## config.mk

```make
export PLATFORM = sky130hd
export DESIGN_NAME = synth_ctl_port
export DESIGN_NICKNAME = d
export VERILOG_FILES = /design/src/rtl/synth_ctl_pkg.sv /design/src/rtl/ctl_sync.sv /design/src/rtl/ctl_shift.sv /design/src/rtl/ctl_stage.sv /design/src/rtl/synth_ctl_port.sv
export SDC_FILE = /design/constraint.sdc
export NUM_CORES = 1
export LEC_CHECK = 0
export ABC_AREA = 1
export BUFFER_PORTS_ARGS = -buffer_cell sky130_fd_sc_hd__buf_2
export CAP_MARGIN = 40
export CELL_PAD_IN_SITES_DETAIL_PLACEMENT = 1
export CELL_PAD_IN_SITES_GLOBAL_PLACEMENT = 1
export CORE_MARGIN = 5
export CORE_UTILIZATION = 35
export CTS_CLUSTER_DIAMETER = 120
export CTS_CLUSTER_SIZE = 24
export DETAILED_ROUTE_END_ITERATION = 10
export GPL_TIMING_DRIVEN = 0
export PLACE_DENSITY_LB_ADDON = 0.15
export SYNTH_ARGS = -nofsm -noshare
export SYNTH_HDL_FRONTEND = slang
export SYNTH_SLANG_ARGS = --single-unit
```

## constraint.sdc

```tcl
create_clock -name clk -period 4.3 [get_ports clk]
set_clock_uncertainty 0.1 [all_clocks]
set_input_delay 0.43 -clock clk [delete_from_list [all_inputs] [get_ports clk]]
set_output_delay 0.43 -clock clk [all_outputs]
set_load 0.01 [all_outputs]
```

## src/rtl/synth_ctl_pkg.sv

```systemverilog
package synth_ctl_pkg;

  localparam int unsigned CTRL_N = 7;
  localparam int unsigned REF_W  = 3;

  // Control bits between the port field and the ratio field, MSB first.
  typedef struct packed {
    logic             test;
    logic             drv_off;
    logic             cp_hi;
    logic [REF_W-1:0] ref_sel;
    logic             presc;
  } ctl_bits_t;

endpackage

```

## src/rtl/ctl_sync.sv

```systemverilog
module ctl_sync #(
  parameter int unsigned W      = 3,
  parameter int unsigned STAGES = 2
) (
  input  logic         clk,
  input  logic         rst_n,
  input  logic [W-1:0] d_in,
  output logic [W-1:0] d_out
);

  for (genvar b = 0; b < W; b++) begin : g_bit
    logic [STAGES-1:0] chain_q;
    logic [STAGES-1:0] chain_d;

    always_comb begin
      chain_d = {chain_q[STAGES-2:0], d_in[b]};
    end

    always_ff @(posedge clk or negedge rst_n) begin
      if (!rst_n) chain_q <= '0;
      else        chain_q <= chain_d;
    end

    assign d_out[b] = chain_q[STAGES-1];
  end

endmodule

```

## src/rtl/ctl_shift.sv

```systemverilog
module ctl_shift #(
  parameter int unsigned WORD_W = 28
) (
  input  logic              clk,
  input  logic              rst_n,
  input  logic              s_clk,
  input  logic              s_en,
  input  logic              s_dat,
  output logic [WORD_W-1:0] word_q,
  output logic              cap_ok
);

  localparam int unsigned CNT_W   = $clog2(WORD_W + 2);
  localparam int unsigned CNT_MAX = WORD_W + 1;

  logic             clk_prev_q, en_prev_q;
  logic [CNT_W-1:0] cnt_q, cnt_d;
  logic [WORD_W-1:0] sr_d;
  logic             bit_rise, en_fall;

  always_comb begin
    bit_rise = s_clk && !clk_prev_q && s_en;
    en_fall  = !s_en && en_prev_q;

    cnt_d = cnt_q;
    if (!s_en)
      cnt_d = '0;
    else if (bit_rise && (cnt_q != CNT_W'(CNT_MAX)))
      cnt_d = cnt_q + 1'b1;

    sr_d = word_q;
    if (bit_rise)
      sr_d = {word_q[WORD_W-2:0], s_dat};

    cap_ok = en_fall && (cnt_q == CNT_W'(WORD_W));
  end

  always_ff @(posedge clk or negedge rst_n) begin
    if (!rst_n) begin
      clk_prev_q <= 1'b0;
      en_prev_q  <= 1'b0;
      cnt_q      <= '0;
      word_q     <= '0;
    end else begin
      clk_prev_q <= s_clk;
      en_prev_q  <= s_en;
      cnt_q      <= cnt_d;
      if (bit_rise) word_q <= sr_d;
    end
  end

  // no shift and zero count while the strobe is low
  p_idle_no_shift_r3: assert property (@(posedge clk) disable iff (!rst_n)
    !s_en |=> $stable(word_q));
  p_idle_count_clear_r3: assert property (@(posedge clk) disable iff (!rst_n)
    !s_en |=> (cnt_q == '0));
  // the count saturates above the word length and never wraps
  p_count_bound_r5: assert property (@(posedge clk) disable iff (!rst_n)
    cnt_q <= CNT_W'(CNT_MAX));

endmodule

```

## src/rtl/ctl_stage.sv

```systemverilog
module ctl_stage #(
  parameter int unsigned WORD_W = 28
) (
  input  logic              clk,
  input  logic              rst_n,
  input  logic              cap_ok,
  input  logic [WORD_W-1:0] word_in,
  input  logic              div_tick,
  output logic [WORD_W-1:0] active_q,
  output logic              pending_q
);

  logic [WORD_W-1:0] staged_q;
  logic              pending_d;
  logic              load_en;

  always_comb begin
    load_en   = div_tick && pending_q;
    pending_d = pending_q;
    if (cap_ok)       pending_d = 1'b1;
    else if (load_en) pending_d = 1'b0;
  end

  always_ff @(posedge clk or negedge rst_n) begin
    if (!rst_n) begin
      staged_q  <= '0;
      active_q  <= '0;
      pending_q <= 1'b0;
    end else begin
      pending_q <= pending_d;
      if (cap_ok)  staged_q <= word_in;
      if (load_en) active_q <= staged_q;
    end
  end

  // a full word raises the pending flag
  p_capture_pends_r4: assert property (@(posedge clk) disable iff (!rst_n)
    cap_ok |=> pending_q);
  // without a capture the pending flag never rises
  p_no_pend_without_cap_r5: assert property (@(posedge clk) disable iff (!rst_n)
    (!pending_q && !cap_ok) |=> !pending_q);
  // a tick with a pending word loads it and clears the flag
  p_tick_loads_r6: assert property (@(posedge clk) disable iff (!rst_n)
    (div_tick && pending_q && !cap_ok) |=> (!pending_q && active_q == $past(staged_q)));
  // outputs move only after a divider boundary
  p_hold_between_ticks_r7: assert property (@(posedge clk) disable iff (!rst_n)
    !(div_tick && pending_q) |=> $stable(active_q));

endmodule

```

## src/rtl/synth_ctl_port.sv

```systemverilog
module synth_ctl_port
  import synth_ctl_pkg::*;
#(
  parameter int unsigned PORT_N      = 4,
  parameter int unsigned RATIO_W     = 17,
  parameter int unsigned SYNC_STAGES = 2
) (
  input  logic               clk,
  input  logic               rst_n,
  input  logic               bus_clk,
  input  logic               bus_data,
  input  logic               bus_en,
  input  logic               div_tick,
  output logic [RATIO_W-1:0] div_ratio,
  output logic               presc_en,
  output logic [REF_W-1:0]   ref_sel,
  output logic               cp_cur_hi,
  output logic               drive_off,
  output logic               test_mode,
  output logic [PORT_N-1:0]  port_out,
  output logic               update_pending
);

  localparam int unsigned WORD_W   = PORT_N + CTRL_N + RATIO_W;
  localparam int unsigned CTRL_LSB = RATIO_W;
  localparam int unsigned PORT_LSB = RATIO_W + CTRL_N;

  logic [1:0]        rst_sync_q;
  logic              rst_n_s;
  logic [2:0]        bus_s;
  logic [WORD_W-1:0] shift_word;
  logic              cap_ok;
  logic [WORD_W-1:0] active_word;
  ctl_bits_t         ctl;

  // Asynchronous assertion, synchronous release.
  always_ff @(posedge clk or negedge rst_n) begin
    if (!rst_n) rst_sync_q <= 2'b00;
    else        rst_sync_q <= {rst_sync_q[0], 1'b1};
  end
  assign rst_n_s = rst_sync_q[1];

  ctl_sync #(.W(3), .STAGES(SYNC_STAGES)) u_sync (
    .clk   (clk),
    .rst_n (rst_n_s),
    .d_in  ({bus_clk, bus_en, bus_data}),
    .d_out (bus_s)
  );

  ctl_shift #(.WORD_W(WORD_W)) u_shift (
    .clk    (clk),
    .rst_n  (rst_n_s),
    .s_clk  (bus_s[2]),
    .s_en   (bus_s[1]),
    .s_dat  (bus_s[0]),
    .word_q (shift_word),
    .cap_ok (cap_ok)
  );

  ctl_stage #(.WORD_W(WORD_W)) u_stage (
    .clk       (clk),
    .rst_n     (rst_n_s),
    .cap_ok    (cap_ok),
    .word_in   (shift_word),
    .div_tick  (div_tick),
    .active_q  (active_word),
    .pending_q (update_pending)
  );

  always_comb begin
    ctl       = ctl_bits_t'(active_word[CTRL_LSB +: CTRL_N]);
    div_ratio = active_word[RATIO_W-1:0];
    port_out  = active_word[PORT_LSB +: PORT_N];
    presc_en  = ctl.presc;
    ref_sel   = ctl.ref_sel;
    cp_cur_hi = ctl.cp_hi;
    drive_off = ctl.drv_off;
    test_mode = ctl.test;
  end

  // control outputs are cleared while reset is held
  p_reset_clear_r1: assert property (@(posedge clk)
    !rst_n_s |-> (active_word == '0 && !update_pending));

endmodule

```

== Yosys cells after proc, flatten, opt, wreduce, memory -nomap -nowiden ==
Index checks and enable logic that the tools add are counted.
Storage, ports and cells
  input port bits: 6
  output and inout bits: 29
  register bits: 100
Operators by class
  equal/unequal tests: 3
  $add $sub $neg: 1
  mux-type cells: 4
  reduce and logical (&&, ||, !) cells: 9
Operator list (number)
  5-bit 2-to-1 mux: 2
  1-bit logical AND: 6
  5-bit by 1-bit adder with 5-bit output (second input constant): 1
  5-bit == test (second input constant): 1
  5-bit != test (second input constant): 1
  1-bit zero test: 2
  1-bit 2-to-1 mux: 2
  2-bit by 1-bit != test with 1-bit output (second input constant): 1
  2-bit nonzero test: 1

== Longest topological paths before layout ==
  depth in word-level cells: 6
  mapped depth: 9
  mapped depth without buffers: 8

== Hierarchy ==
Synthesis repeated with hierarchy kept, for this count alone.
Unflattened totals
  cells, all modules: 418
  area, all modules: 3923.8 um^2
Modules (own cells, without submodules)
  ctl_stage: sequential area each 1426.4 um^2, times used 1, cells each 243, area each 2217.1 um^2
  ctl_shift: sequential area each 875.8 um^2, times used 1, cells each 163, area each 1480.2 um^2
  ctl_sync: sequential area each 150.1 um^2, times used 1, cells each 9, area each 172.7 um^2
  synth_ctl_port: sequential area each 50.0 um^2, times used 1, cells each 3, area each 53.8 um^2

== Worst setup path after synthesis ==
OpenSTA, ideal clock, no wires.
  path type: reg-to-reg
  from: reg u_shift.cnt_q[0]
  to: reg u_stage.staged_q[10]
  cell stages (with the launch flop): 9
  data required time: 4.127 ns
  library setup time: 0.073 ns
  path slack: 2.878 ns
  arrival time: 1.249 ns
  clock period less this slack: 1.422 ns
  cell sequence: dfrtp_1 inv_1 ha_1 nand2_1 nor2_2 nand2_2 clkbuf_1 nor2_1 a21oi_2
Between the ends
  cells in the longest elaborated chain, start to end: 2
RTL lines
  start, declared: line ctl_shift.sv:17  | logic [CNT_W-1:0] cnt_q, cnt_d;
  start signal, assigned: line ctl_shift.sv:47  | cnt_q <= cnt_d;
  5-bit == test: line ctl_shift.sv:35  | cap_ok = en_fall && (cnt_q == CNT_W'(WORD_W));
  1-bit logical AND: line ctl_shift.sv:35
  end signal, assigned: line ctl_stage.sv:31  | if (cap_ok) staged_q <= word_in;
  end, declared: line ctl_stage.sv:13  | logic [WORD_W-1:0] staged_q;
Every way passes these cells.
A chain may end at the register's enable or synchronous reset.

== Final worst setup path ==
  from: reg u_shift.cnt_q[0]
  to: reg u_stage.staged_q[13]
Same word-level chain as after synthesis.

==> summary.txt <==
Outcome
  • Status: finished clean

Setup path
  • R2R depth: 8
  • Worst setup SP type: register
  • Slowest CP cell: dfrtp_1
  • Crit end category: register
  • Critical R2R Launch: u_shift.cnt_q[0]
  • Crit path buffers/inverters: 2
  • Reg2Reg Capture Point: u_stage.staged_q[13]
  • Worst Path Arrival: slightly below 2 ns
  • Kind of critical path: reg2reg
  • Top delay family on crit path: buffers and inverters
  • Crit path cell chain: inv_1 > ha_1 > nand2_1 > nor2_2 > nand2_2 > clkbuf_1 > nor2_1 > a21oi_2
  • Largest stage delay on the critical path: between 0.4 and 0.5 ns
  • Crit-path max FO: 10
  • Data required time of the critical path: 4.50 ns
  • Reg2reg setup slack: ~2.5 ns

Routing
  • Initial DRC Count: between 80 and 90
  • Routed vias: approximately 2500
  • Final wirelength: 7.60 mm
  • First-pass DRT Iterations: 4
  • # DRC: 0
  • Avg WL per Cell: 13.8 µm
  • ANT nets after route: 0
  • Via density: between 4 and 5

Layout
  • Post-layout instance area: about 4400 µm²
  • Fraction of layout cells with a size suffix above 1: between 20% and 30%
  • ANT cells: 0
  • Fin nets: between 400 and 500
  • Cell Count, Final, Fillers Out: 550
  • Util after Layout: about two fifths
  • Syn-to-layout area delta: 14.6%
  • Leading cell type in the layout, fill and taps excluded: nand2_1
  • Most frequent cells in the layout: 100 x nand2_1, 99 x dfrtp_1, 38 x o21ai_0

Synthesis
  • Ys flop type: dfrtp_1
  • Library cells used by synthesis: 22
  • Register area share after synthesis: around two thirds
  • EDFF count, synth: 0
  • Synth Cell Area: around 3800 µm²
  • Register bit total from synthesis: 100
  • Mean area per synthesized cell: 10.6 µm²
  • Asr flop ratio synth: 100%
  • Post-synthesis instance total: around 360
  • Syn nets: 368
  • Yosys warning total: 0

STA
  • Fin crit share: between 40% and 50%
  • Hold Vio Cnt, Final: 0
  • RSZ-0062 raised after global routing: false
  • Fin worst setup slack: around 2.5 ns
  • Final setup fails: 0
  • Post-layout min period: 1.75 ns
  • Final max-slew violation count: 0
  • Fmax: approximately 570 MHz
  • Worst-margin pin slew: slightly above 0.5 ns
  • Slew headroom: around two thirds

CTS
  • Post-CTS sizing: 0
  • Worst skew pair latency: 0.36 ns
  • Maximum clock insertion buffer count: 2
  • CTS H-tree depth: 3
  • CTS Sinks: 100
  • Clock-pin slew on the worst setup and hold paths: ~0.10 ns
  • Root Buffer: clkbuf_8
  • Buffer count from post-CTS setup fixing: 0
  • CTS Buf Count: 9
  • CTS tree: built

Power
  • Part of the power in registers: a little over three fifths
  • Leakage: roughly 2.2 nW
  • Sw Pwr: 0.399 mW
  • Sw Share: between 20% and 30%
  • Clock network fraction of design power: 33.2%
  • Total power: around 1.6 mW
  • VDD IR max: between 0.1 and 0.15 mV
  • Power density cells: between 300 and 400 nW/µm²
  • Comb power frac: 4.2%
  • Pint: roughly 1.2 mW

Placed design
  • Placed cells: ~530
  • Placed Area: around 4200 µm²
  • HPWL Detailed: 5.16 mm
  • RePlAce Congestion: around 0.70
  • Pre-CTS setup slack: between 2 and 3 ns
  • PortBufs: 34

Die
  • Core Rows: 38
  • Initial Util: about 35%
  • Die H: 114 µm
  • I/O pin total: 35
  • Die X: approximately 110 µm
  • Core area: 10700 µm²
  • Full die area: 13100 µm²

GRT
  • Vias in the first global route: 2633
  • Pin count of the biggest net entering global routing: 64
  • Antenna violations before repair: 0
  • Overflow left after global routing: 0
  • Global-route wire length before repair: 13.2 mm
  • Total track usage: roughly 13%

Worst hold path
  • Hold path cells: 1
  • Hold Crit Class: in2reg
  • Worst Hold End: u_sync.g_bit[1].chain_q[0]
  • Worst hold start: bus_en

Run
  • Max Cap Violations: 0
==> per-stage QoR <==
stage / hold slack, ns / TNS (ns)
after floorplan: 0.0344 / 0
after global placement: 0.115 / -3.93
after detailed placement: 0.118 / 0
after CTS: 0.0602 / 0
after global routing: 0.0666 / 0
final: 0.0767 / 0
==> worst max path at each step <==
| stage | slack [ns] | endpoint | startpoint | cells after the start |
|---|---|---|---|---|
| floorplan | 1.21 | u_shift.clk_prev_q | rst_sync_q[1] | 0 |
| global placement | -0.05 | u_stage.active_q[22] | rst_sync_q[1] | 0 |
| CTS | 2.51 | u_stage.staged_q[13] | u_shift.cnt_q[0] | 8 |
| finish | 2.55 | u_stage.staged_q[13] | u_shift.cnt_q[0] | 8 |
| detailed placement | 2.51 | u_stage.staged_q[13] | u_shift.cnt_q[0] | 8 |
| global route | 2.34 | u_stage.staged_q[13] | u_shift.cnt_q[0] | 8 |
==> kinds of logic (layout without fill, tap and decap cells) <==
family	after synthesis	count (layout)	synth area share, %
AND/OR/NAND/NOR	128	128	13.2
flip-flops	100	100	65.7
adder cells (fa/ha/maj)	3	3	0.986
AO/OA/AOI/OAI	61	61	9.89
other	1	1	0.0985
buffers and inverters	52	103	5.98
XOR/XNOR	1	1	0.230
multiplexers	13	13	3.85
==> power groups by stage <==
stage / clock network (mW) / registers, mW / logic (mW)
6_report: 0.534 / 1.00 / 0.0679
5_1_grt: 0.599 / 1.01 / 0.0804
4_1_cts: 0.557 / 1.01 / 0.0711
3_5_place_dp: 0 / 1.02 / 0.0702
3_3_place_gp: 0 / 1.03 / 0.0528
2_1_floorplan: 0 / 1.03 / 0.0321
==> synthesized netlist by cell type, drive strengths merged, types with 2 or more instances <==
| cell type | instances | share of area (%) |
|---|---|---|
| nand2 | 102 | 10 |
| dfrtp | 100 | 66 |
| o21ai | 44 | 6.2 |
| inv | 36 | 3.6 |
| nor2 | 20 | 2.0 |
| a21oi | 17 | 3.7 |
| mux2 | 13 | 3.8 |
| clkbuf | 9 | 0.89 |
| buf | 6 | 1.4 |
| nand3 | 4 | 0.66 |
| ha | 3 | 0.99 |
| nand4 | 2 | 0.33 |
==> final cells by class <==
class / instances / area, µm²
clock inverters: 5 / 40.0
clock buffers: 10 / 128
plain buffers: 15 / 88.8
well taps: 140 / 175
flip-flops and latches: 100 / 2510
inverters: 37 / 139
fillers: 1238 / 6380
repair buffers: 36 / 208
multi-input cells: 207 / 1080
==> per-layer routing <==
layer | up-vias | track usage, % | routed length (µm)
li1 | 1218 | - | -
met1 | 1258 | 18.3 | 3650
met2 | 28 | 19.4 | 3600
met3 | 9 | 2.01 | 236
met4 | 0 | 4.99 | 118
met5 | - | 0 | 0
==> flip-flops by register name (all words and copies together) (netlist names) <==
name,count
u_shift.cnt_q,5
u_shift.clk_prev_q,1
rst_sync_q,2
u_stage.pending_q,1
u_shift.en_prev_q,1
u_shift.word_q,28
u_stage.staged_q,28
u_sync.g_bit.chain_q,6
u_stage.active_q,28
==> what timing repair did <==
| action | CTS | global route |
|---|---|---|
| endpoints found under the setup margin | 0 | 0 |
| endpoints found under the hold margin | 2 | 0 |
| hold buffers | 1 | 0 |
No activity file was read; power rests on OpenSTA's default activity.
